<file path="config.mk">
export PLATFORM = sky130hd
export DESIGN_NAME = smb_ctrl_slave
export DESIGN_NICKNAME = d
export VERILOG_FILES = /design/src/rtl/smb_ctrl_pkg.sv /design/src/rtl/smb_line_sync.sv /design/src/rtl/smb_bus_cond.sv /design/src/rtl/smb_slave_fsm.sv /design/src/rtl/smb_reg_bank.sv /design/src/rtl/smb_ctrl_slave.sv
export SDC_FILE = /design/constraint.sdc
export NUM_CORES = 1
export LEC_CHECK = 0
export ABC_AREA = 1
export BUFFER_PORTS_ARGS = -buffer_cell sky130_fd_sc_hd__buf_2
export CAP_MARGIN = 20
export CORE_ASPECT_RATIO = 0.75
export CORE_UTILIZATION = 35
export CTS_CLUSTER_DIAMETER = 80
export DETAILED_ROUTE_END_ITERATION = 10
export GPL_TIMING_DRIVEN = 0
export REMOVE_ABC_BUFFERS = 1
export SLEW_MARGIN = 20
export SYNTH_ARGS = -nofsm -noshare
export SYNTH_HDL_FRONTEND = slang
export SYNTH_HIERARCHICAL = 1
export SYNTH_SLANG_ARGS = --single-unit
</file>
<file path="constraint.sdc">
create_clock -name clk -period 3 [get_ports clk]
set_clock_uncertainty 0.1 [all_clocks]
set_input_delay 0.6 -clock clk [delete_from_list [all_inputs] [get_ports clk]]
set_output_delay 0.6 -clock clk [all_outputs]
set_load 0.05 [all_outputs]
</file>
<file path="src/rtl/smb_ctrl_pkg.sv">
package smb_ctrl_pkg;
  localparam int NUM_REGS = 3;
  localparam int IDX_W    = 8;

  typedef enum logic [2:0] {
    ST_IDLE, ST_RX, ST_RX_ACK, ST_TX, ST_TX_ACK
  } bus_state_e;

  typedef enum logic [1:0] {
    SG_ADDR, SG_OFFS, SG_CNT, SG_DATA
  } stage_e;

  function automatic logic [7:0] lane_mask(input int n);
    int v;
    v = (1 << n) - 1;
    return v[7:0];
  endfunction
endpackage

</file>
<file path="src/rtl/smb_line_sync.sv">
module smb_line_sync #(
  parameter int W      = 2,
  parameter int STAGES = 2
) (
  input  logic         clk,
  input  logic         rst_n,
  input  logic [W-1:0] d,
  output logic [W-1:0] q
);
  for (genvar b = 0; b < W; b++) begin : g_bit
    logic [STAGES-1:0] chain_q;
    always_ff @(posedge clk or negedge rst_n) begin
      if (!rst_n) chain_q <= '1;
      else        chain_q <= {chain_q[STAGES-2:0], d[b]};
    end
    assign q[b] = chain_q[STAGES-1];
  end
endmodule

</file>
<file path="src/rtl/smb_bus_cond.sv">
module smb_bus_cond (
  input  logic clk,
  input  logic rst_n,
  input  logic scl_s,
  input  logic sda_s,
  output logic scl_rise,
  output logic scl_fall,
  output logic start_det,
  output logic stop_det
);
  logic scl_d, sda_d;

  always_ff @(posedge clk or negedge rst_n) begin
    if (!rst_n) begin
      scl_d <= 1'b1;
      sda_d <= 1'b1;
    end else begin
      scl_d <= scl_s;
      sda_d <= sda_s;
    end
  end

  assign scl_rise  = scl_s & ~scl_d;
  assign scl_fall  = ~scl_s & scl_d;
  assign start_det = scl_s & scl_d & sda_d & ~sda_s;
  assign stop_det  = scl_s & scl_d & ~sda_d & sda_s;
endmodule

</file>
<file path="src/rtl/smb_slave_fsm.sv">
module smb_slave_fsm
  import smb_ctrl_pkg::*;
#(
  parameter logic [6:0] DEV_ADDR = 7'h6E
) (
  input  logic             clk,
  input  logic             rst_n,
  input  logic             scl_s,
  input  logic             sda_s,
  input  logic             scl_rise,
  input  logic             scl_fall,
  input  logic             start_det,
  input  logic             stop_det,
  input  logic [7:0]       rd_data,
  output logic [IDX_W-1:0] idx,
  output logic             wr_en,
  output logic [7:0]       wr_data,
  output logic             sda_pull
);
  localparam logic [7:0] CNT_BYTE = 8'(NUM_REGS);

  bus_state_e       state_q, state_n;
  stage_e           stage_q, stage_n;
  logic [3:0]       bit_q, bit_n;
  logic [7:0]       sh_q, sh_n;
  logic [IDX_W-1:0] ptr_q, ptr_n;
  logic [7:0]       left_q, left_n;
  logic             rnw_q, rnw_n, mack_q, mack_n, pull_q, pull_n;

  always_comb begin
    state_n = state_q; stage_n = stage_q; bit_n = bit_q; sh_n = sh_q;
    ptr_n = ptr_q; left_n = left_q; rnw_n = rnw_q; mack_n = mack_q;
    pull_n = pull_q; wr_en = 1'b0;
    if (start_det) begin
      state_n = ST_RX; stage_n = SG_ADDR; bit_n = '0; pull_n = 1'b0;
    end else if (stop_det) begin
      state_n = ST_IDLE; pull_n = 1'b0;
    end else begin
      unique case (state_q)
        ST_RX: begin
          if (scl_rise) begin
            sh_n  = {sh_q[6:0], sda_s};
            bit_n = bit_q + 4'd1;
          end else if (scl_fall && bit_q == 4'd8) begin
            bit_n = '0; state_n = ST_RX_ACK; pull_n = 1'b1;
            unique case (stage_q)
              SG_ADDR: begin
                if (sh_q[7:1] != DEV_ADDR) begin
                  state_n = ST_IDLE; pull_n = 1'b0;
                end else begin
                  rnw_n = sh_q[0]; stage_n = SG_OFFS;
                end
              end
              SG_OFFS: begin ptr_n = sh_q; stage_n = SG_CNT; end
              SG_CNT: begin
                if (sh_q == 8'd0) begin
                  state_n = ST_IDLE; pull_n = 1'b0;
                end else begin
                  left_n = sh_q; stage_n = SG_DATA;
                end
              end
              SG_DATA: begin
                if (left_q == 8'd0) begin
                  state_n = ST_IDLE; pull_n = 1'b0;
                end else begin
                  left_n = left_q - 8'd1;
                  ptr_n  = ptr_q + 1'b1;
                  wr_en  = (ptr_q < IDX_W'(NUM_REGS));
                end
              end
              default: ;
            endcase
          end
        end
        ST_RX_ACK: begin
          if (scl_fall) begin
            bit_n = '0;
            if (rnw_q) begin
              state_n = ST_TX; sh_n = CNT_BYTE; pull_n = ~CNT_BYTE[7];
            end else begin
              state_n = ST_RX; pull_n = 1'b0;
            end
          end
        end
        ST_TX: begin
          if (scl_fall) begin
            if (bit_q == 4'd7) begin
              pull_n = 1'b0; state_n = ST_TX_ACK;
            end else begin
              sh_n = {sh_q[6:0], 1'b0}; pull_n = ~sh_q[6]; bit_n = bit_q + 4'd1;
            end
          end
        end
        ST_TX_ACK: begin
          if (scl_rise) mack_n = ~sda_s;
          else if (scl_fall) begin
            if (mack_q) begin
              sh_n = rd_data; ptr_n = ptr_q + 1'b1; pull_n = ~rd_data[7];
              state_n = ST_TX; bit_n = '0;
            end else begin
              state_n = ST_IDLE; pull_n = 1'b0;
            end
          end
        end
        default: ;
      endcase
    end
  end

  always_ff @(posedge clk or negedge rst_n) begin
    if (!rst_n) begin
      state_q <= ST_IDLE; stage_q <= SG_ADDR; bit_q <= '0; sh_q <= '0;
      ptr_q <= '0; left_q <= '0; rnw_q <= 1'b0; mack_q <= 1'b0; pull_q <= 1'b0;
    end else begin
      state_q <= state_n; stage_q <= stage_n; bit_q <= bit_n; sh_q <= sh_n;
      ptr_q <= ptr_n; left_q <= left_n; rnw_q <= rnw_n; mack_q <= mack_n;
      pull_q <= pull_n;
    end
  end

  assign idx      = ptr_q;
  assign wr_data  = sh_q;
  assign sda_pull = pull_q;

  // Pull changes only in a low clock phase (acknowledge and read bits).
  p_pull_on_scl_low_r3: assert property (@(posedge clk) disable iff (!rst_n)
    $rose(sda_pull) |-> !$past(scl_s));
  p_release_scl_low_r8: assert property (@(posedge clk) disable iff (!rst_n)
    ($fell(sda_pull) && !$past(start_det) && !$past(stop_det)) |-> !$past(scl_s));
  // Every stored data byte is acknowledged.
  p_write_acked_r3: assert property (@(posedge clk) disable iff (!rst_n)
    wr_en |=> sda_pull);
  p_idle_released_r8: assert property (@(posedge clk) disable iff (!rst_n)
    (state_q == ST_IDLE) |-> !sda_pull);
endmodule

</file>
<file path="src/rtl/smb_reg_bank.sv">
module smb_reg_bank
  import smb_ctrl_pkg::*;
#(
  parameter int NUM_OUT = 8
) (
  input  logic             clk,
  input  logic             rst_n,
  input  logic             wr_en,
  input  logic [IDX_W-1:0] idx,
  input  logic [7:0]       wr_data,
  output logic [7:0]       rd_data,
  output logic [NUM_REGS-1:0][7:0] regs
);
  localparam logic [7:0] LANE_M = lane_mask(NUM_OUT);

  function automatic logic [7:0] rst_val(input int i);
    return (i == 0) ? 8'h03 : (i == 1) ? LANE_M : 8'h00;
  endfunction
  function automatic logic [7:0] wmask(input int i);
    return (i == 0) ? 8'h1F : LANE_M;
  endfunction

  logic [NUM_REGS-1:0][7:0] regs_q;

  for (genvar i = 0; i < NUM_REGS; i++) begin : g_reg
    logic hit;
    assign hit = wr_en && (idx == IDX_W'(i));
    always_ff @(posedge clk or negedge rst_n) begin
      if (!rst_n)   regs_q[i] <= rst_val(i);
      else if (hit) regs_q[i] <= wr_data & wmask(i);
    end
  end

  always_comb begin
    rd_data = 8'h00;
    for (int i = 0; i < NUM_REGS; i++)
      if (idx == IDX_W'(i)) rd_data = regs_q[i];
  end

  assign regs = regs_q;

  // Discarded indices never reach the bank as a write.
  p_idx_in_range_r5: assert property (@(posedge clk) disable iff (!rst_n)
    wr_en |-> (idx < IDX_W'(NUM_REGS)));
  p_hold_without_write_r4: assert property (@(posedge clk) disable iff (!rst_n)
    !wr_en |=> $stable(regs_q));
endmodule

</file>
<file path="src/rtl/smb_ctrl_slave.sv">
module smb_ctrl_slave
  import smb_ctrl_pkg::*;
#(
  parameter logic [6:0] DEV_ADDR    = 7'h6E,
  parameter int         NUM_OUT     = 8,
  parameter int         SYNC_STAGES = 2
) (
  input  logic               clk,
  input  logic               rst_n,
  input  logic               scl_in,
  input  logic               sda_in,
  output logic               sda_pull,
  output logic               div_normal,
  output logic               pll_on,
  output logic               bw_low,
  output logic               stop_tri,
  output logic               pd_tri,
  output logic [NUM_OUT-1:0] out_en,
  output logic [NUM_OUT-1:0] free_run
);
  logic [1:0]       line_s;
  logic             scl_rise, scl_fall, start_det, stop_det, wr_en;
  logic [IDX_W-1:0] idx;
  logic [7:0]       wr_data, rd_data;
  logic [NUM_REGS-1:0][7:0] regs;

  smb_line_sync #(.W(2), .STAGES(SYNC_STAGES)) u_sync (
    .clk(clk), .rst_n(rst_n), .d({scl_in, sda_in}), .q(line_s));

  smb_bus_cond u_cond (
    .clk(clk), .rst_n(rst_n), .scl_s(line_s[1]), .sda_s(line_s[0]),
    .scl_rise(scl_rise), .scl_fall(scl_fall),
    .start_det(start_det), .stop_det(stop_det));

  smb_slave_fsm #(.DEV_ADDR(DEV_ADDR)) u_fsm (
    .clk(clk), .rst_n(rst_n), .scl_s(line_s[1]), .sda_s(line_s[0]),
    .scl_rise(scl_rise), .scl_fall(scl_fall),
    .start_det(start_det), .stop_det(stop_det), .rd_data(rd_data),
    .idx(idx), .wr_en(wr_en), .wr_data(wr_data), .sda_pull(sda_pull));

  smb_reg_bank #(.NUM_OUT(NUM_OUT)) u_bank (
    .clk(clk), .rst_n(rst_n), .wr_en(wr_en), .idx(idx),
    .wr_data(wr_data), .rd_data(rd_data), .regs(regs));

  assign div_normal = regs[0][0];
  assign pll_on     = regs[0][1];
  assign bw_low     = regs[0][2];
  assign stop_tri   = regs[0][3];
  assign pd_tri     = regs[0][4];
  assign out_en     = regs[1][NUM_OUT-1:0];
  assign free_run   = regs[2][NUM_OUT-1:0];
endmodule

</file>
==> results of run 1 <==
[cell usage in the layout, fill, tap and decap left out, types with 9 or more instances in the layout]
master	instances
ha_1	10
dfstp_2	16
buf_2	24
inv_1	59
nand2_1	167
nor2_1	44
clkbuf_16	9
o21ai_2	11
nand2_2	9
nand3_1	40
o21ai_0	50
dfrtp_1	47
[routing by layer]
metal | track usage [%] | up-vias | part of all wire (%)
met5 | 0 | - | 0
met4 | 5.46 | 0 | 1.0
met3 | 5.24 | 13 | 6.2
met2 | 24.6 | 93 | 38
met1 | 28.6 | 1629 | 54
li1 | - | 1750 | -
[what timing repair did]
item                                    4_1_cts  5_1_grt
hold endpoints to repair                      0        0
buffers inserted                              0        0
hold buffers                                  0        0
endpoints found under the setup margin        0        8
resized for setup                             0        1
[worst max-delay path, cell delays in order (launching register included)]
cell     delay (ns)
dfstp_2        0.58
inv_1          0.05
nand2_1        0.05
nor2_1         0.10
nor2_4         0.25
nand4_1        0.19
nor4_4         0.52
inv_1          0.23
nor2_4         0.33
o21ai_0        0.13
[how the worst min path moves through the flow]
stage                                                      end                            startpoint  slack [ns]
after floorplan                    u_bank/regs[16]$_DFFE_PN0P_                                 rst_n        0.20
after global placement    u_sync/g_bit[0].chain_q[1]$_DFF_PN1_  u_sync/g_bit[0].chain_q[0]$_DFF_PN1_        0.25
after detailed placement  u_sync/g_bit[0].chain_q[1]$_DFF_PN1_  u_sync/g_bit[0].chain_q[0]$_DFF_PN1_        0.25
after CTS                           u_bank/regs[2]$_DFFE_PN0P_                                 rst_n        0.02
after global routing                u_bank/regs[4]$_DFFE_PN0P_                                 rst_n        0.03
final                               u_bank/regs[4]$_DFFE_PN0P_                                 rst_n        0.02
[where the power goes]
part	total (mW)	internal, mW	switching [mW]
clock network	1.16	0.754	0.402
logic	0.874	0.281	0.593
registers	1.10	0.944	0.152
total	3.13	1.98	1.15
[flip-flops by register name, summed over array words and instances (netlist names)]
register              cells
u_cond/scl_d              1
u_bank/regs              21
u_fsm/wr_data             8
u_fsm/sda_pull            1
u_fsm/idx                 8
u_cond/sda_d              1
u_fsm/left_q              8
u_fsm/rnw_q               1
u_fsm/state_q             3
u_fsm/stage_q             2
u_sync/g_bit.chain_q      4
u_fsm/mack_q              1
u_fsm/bit_q               4
[layout make-up]
class	instances	area share, %
clock inverters	6	2.06
flip-flops and latches	63	35.5
inverters	66	5.56
clock buffers	10	5.31
well taps	136	3.78
multi-input cells	389	44.4
repair buffers	26	3.45
==> results.json, run 1 <==
{
  "status": "finished clean",
  "crit_start": "u_sync/g_bit[0].chain_q[1]$_DFF_PN1_",
  "viasPerCell": 5.01,
  "gp_congestion": 0.914,
  "drive_gt1_share_pct": 18.9,
  "yosysWarnings": 6,
  "start_kind": "register",
  "dp_slack_ns": 0.126,
  "antenna_found_initial": 0,
  "dp.cells": 680,
  "worst-r2r-setup-slack_ns": 0.33,
  "fill_cells": 1093,
  "grt_overflow": 0,
  "clock_latency_ns": 0.34,
  "clock-root-buffer": "clkbuf_16",
  "regArea_mm2": 0.00160,
  "grt_pass1_wl_um": 16300,
  "cts_tree": "done",
  "finish.instance_area_mm2": 0.00450,
  "dp_hpwl_um": 7350,
  "clk_pin_slew_ns": 0.06,
  "slew_violations": 0,
  "drtAntennaViolNets": 0,
  "cts_buffer_depth": 2,
  "post-route-period-util_pct": 88.9,
  "maxCapViolations": 0,
  "htree_levels": 3,
  "fp.coreArea_mm2": 0.0106,
  "endpoint": "u_bank/regs[18]$_DFFE_PN0P_",
  "ff2ff_path_depth": 9,
  "power_density_mw_per_mm2": 694,
  "relSlewSlack_pct": 61.6,
  "worst-endpoint-arrival_ns": 2.77,
  "finalSetupViolations": 0,
  "rr_startpoint": "u_sync/g_bit[0].chain_q[1]$_DFF_PN1_",
  "cts_buffers": 9,
  "rsz0062_at_grt": "no",
  "die_h_um": 93.4,
  "wl_um": 9910,
  "nets": 569,
  "setup.worst_path.end_class": "register",
  "fin_hold_ws_ns": 0.0216,
  "numClockSinks": 63,
  "power.total_mw": 3.13,
  "p_leak_nw": 2.17,
  "hold_viol": 0,
  "die_w_um": 124,
  "grt_max_degree": 49,
  "max_freq_mhz": 375,
  "cp_max_fo": 12,
  "antenna_cells": 0,
  "die-area_mm2": 0.0116,
  "netlist_instances": 527,
  "grt_pass1_vias": 3131,
  "final_cells": 696,
  "drt_iter0_drc": 347,
  "drc": 0,
  "ios": 26,
  "multiInputGateArea_mm2": 0.00200,
  "initial_core_util_pct": 36.9,
  "synth.cell_area_mm2": 0.00390,
  "syn2layout_area_growth_pct": 15.4,
  "row_count": 32,
  "syn_avg_cell_area_um2": 7.41,
  "r2r-end": "u_bank/regs[18]$_DFFE_PN0P_",
  "vdd_drop_max_mv": 0.282,
  "first_pass_iters": 5,
  "fin_setup_tns_ns": 0,
  "grt_use_total_pct": 18.6,
  "final_util_pct": 42.6,
  "portBuffers": 25,
  "worst_slack_ns": 0.332,
  "tightest_slew_ns": 0.574,
  "vias": 3485,
  "critical_path_class": "reg2reg",
  "hold_class": "in2async",
  "wl_per_cell_um": 14.2,
  "placed_area_mm2": 0.00416,
  "final.min_clock_period_ns": 2.67,
  "required_ns": 3.10
}
Note: power is estimated with default switching activity, not from simulation.
==> run 2: changes to the inputs <==
--- a/config.mk
+++ b/config.mk
@@ -13,6 +13,7 @@
 export CTS_CLUSTER_DIAMETER = 80
 export DETAILED_ROUTE_END_ITERATION = 10
 export GPL_TIMING_DRIVEN = 0
+export PLACE_DENSITY_LB_ADDON = 0.08
 export REMOVE_ABC_BUFFERS = 1
 export SLEW_MARGIN = 20
 export SYNTH_ARGS = -nofsm -noshare
==> run 2 against run 1 <==
Effect of this change:
- die area unchanged
- cell count unchanged
- first-iteration DRC count shrank 43%
- sequential power about the same
- worst setup slack got worse by 0.049 ns
- largest power group unchanged
- via count fell by 3.0%
- clock-buffer cell count is 1 higher
- routed wire length shrank 1.7%
- core utilization is 0.14 points lower
- combinational power is 0.7% higher
- critical path depth unchanged
- maximum frequency shrank 1.8%
==> results.json, run 2 (same netlist as run 1, synthesis figures left out) <==
{
  "max_freq_mhz": 368,
  "r2r-end": "u_bank/regs[18]$_DFFE_PN0P_",
  "portBuffers": 25,
  "vdd_drop_max_mv": 0.284,
  "antenna_cells": 0,
  "power.total_mw": 3.11,
  "required_ns": 3.11,
  "gp_congestion": 0.847,
  "drc": 0,
  "post-route-period-util_pct": 90.6,
  "rsz0062_at_grt": "no",
  "hold_class": "in2async",
  "nets": 569,
  "p_sw_mw": 1.14,
  "die_h_um": 93.4,
  "drt_iter0_drc": 198,
  "initial_core_util_pct": 36.9,
  "first_pass_iters": 4,
  "numClockSinks": 63,
  "clock_latency_ns": 0.33,
  "syn2layout_area_growth_pct": 15.0,
  "finalSetupViolations": 0,
  "p_leak_nw": 2.17,
  "viasPerCell": 4.86,
  "mostFrequentLayoutCells": "nand2_1, inv_1, o21ai_0",
  "crit_family": "simple AND/OR/NAND/NOR gates",
  "comb_power_share_pct": 28.3,
  "cp_max_fo": 12,
  "slew_violations": 0,
  "start_kind": "register",
  "hold_viol": 0,
  "power_density_mw_per_mm2": 693,
  "die_w_um": 124,
  "die-area_mm2": 0.0116,
  "largest_reg_flops": 21,
  "grt_pass1_wl_um": 16800,
  "final.min_clock_period_ns": 2.72,
  "rr_startpoint": "u_sync/g_bit[0].chain_q[1]$_DFF_PN1_",
  "critical_path_class": "reg2reg",
  "wl_per_cell_um": 14.0,
  "p_int_mw": 1.97,
  "drive_gt1_share_pct": 18.8,
  "worst-endpoint-arrival_ns": 2.82,
  "clock-root-buffer": "clkbuf_16",
  "relSlewSlack_pct": 62.0,
  "setup.worst_path.end_class": "register",
  "power_frac_clock_pct": 36.7,
  "worst-r2r-setup-slack_ns": 0.28,
  "antenna_found_initial": 0,
  "multiInputGateArea_mm2": 0.00200,
  "grt_overflow": 0,
  "htree_levels": 3,
  "clk_pin_slew_ns": 0.06,
  "cts_buffer_depth": 2,
  "grt_max_degree": 40,
  "ff2ff_path_depth": 9,
  "status": "finished clean",
  "regArea_mm2": 0.00160,
  "ios": 26,
  "maxCapViolations": 0,
  "seqPwrFrac_pct": 35.0,
  "grt_use_total_pct": 19.3,
  "final_common_cell": "nand2_1",
  "wl_um": 9740,
  "slowest_stage": "dfstp_2",
  "cts_setup_buffers": 0,
  "cts_buffers": 9,
  "fill_cells": 1125,
  "cp_slowest_stage_delay_ns": 0.57,
  "p_sw_share_pct": 36.6,
  "crit_buf_inv": 2,
  "fp.coreArea_mm2": 0.0106,
  "vias": 3382,
  "grt_pass1_vias": 3198,
  "row_count": 32,
  "crit_chain": "inv_1 -> nand2_1 -> nor2_1 -> nor2_4 -> nand4_1 -> nor4_4 -> inv_1 -> nor2_4 -> o21ai_0",
  "dp.cells": 680,
  "tightest_slew_ns": 0.568,
  "cts_tree": "done",
  "drtAntennaViolNets": 0,
  "final_cells": 696,
  "dp_hpwl_um": 7520
}
## run 2: metal layers
| metal | up-vias | GRT usage (%) | share of wire [%] |
|---|---|---|---|
| met5 | - | 0 | 0 |
| met4 | 0 | 5.36 | 0.75 |
| met3 | 5 | 4.39 | 4.4 |
| met2 | 50 | 25.6 | 39 |
| met1 | 1577 | 30.3 | 55 |
| li1 | 1750 | - | - |
## run 2: worst max-delay path by stage
stage	to	cells after the start	startpoint	slack, ns
floorplan	u_bank/regs[18]$_DFFE_PN0P_	11	u_cond/scl_d$_DFF_PN1_	0.45
global placement	u_bank/regs[18]$_DFFE_PN0P_	11	u_cond/scl_d$_DFF_PN1_	-0.42
detailed placement	u_bank/regs[18]$_DFFE_PN0P_	11	u_cond/scl_d$_DFF_PN1_	0.004
CTS	u_bank/regs[18]$_DFFE_PN0P_	9	u_sync/g_bit[0].chain_q[1]$_DFF_PN1_	0.25
global route	u_bank/regs[23]$_DFFE_PN0P_	11	u_cond/scl_d$_DFF_PN1_	0.08
finish	u_bank/regs[18]$_DFFE_PN0P_	9	u_sync/g_bit[0].chain_q[1]$_DFF_PN1_	0.28
## run 2: power groups by stage
stage	logic (mW)	clock network, mW	registers, mW
CTS	0.886	1.17	1.09
finish	0.880	1.14	1.09
floorplan	0.641	0	1.07
global route	1.02	1.21	1.11
global placement	0.871	0	1.10
detailed placement	0.881	0	1.10
## run 2: worst reg2reg max path: cells and delay by family, from the launching register on
kind	cells	cell delay, ns
AO/OA/AOI/OAI	1	0.13
AND/OR/NAND/NOR	6	1.50
flip-flops	1	0.57
buffers and inverters	2	0.30
## run 2: area by class of cell
class	instances	area share (%)
Multi-Input combinational cell	389	44.5
Sequential cell	63	35.6
Inverter	66	5.58
Clock buffer	11	5.41
Tap cell	136	3.79
Timing Repair Buffer	26	3.29
Clock inverter	5	1.81
## run 2: stage by stage
step / hold slack, ns / setup slack (ns) / instance area [um^2] / TNS, ns / util [%]
detailed placement: 0.249 / 0.00387 / 4150 / 0 / 39.3
CTS: 0.0756 / 0.253 / 4490 / 0 / 42.4
floorplan: 0.204 / 0.446 / 3830 / 0 / -
finish: 0.0656 / 0.283 / 4490 / 0 / 42.4
global route: 0.0918 / 0.0762 / 4490 / 0 / 42.4
global placement: 0.246 / -0.422 / 4130 / -4.87 / 39.0
## run 2: what timing repair did
action	4_1_cts	5_1_grt
hold buffers	0	0
setup endpoints to repair	2	0
resized for setup	1	0
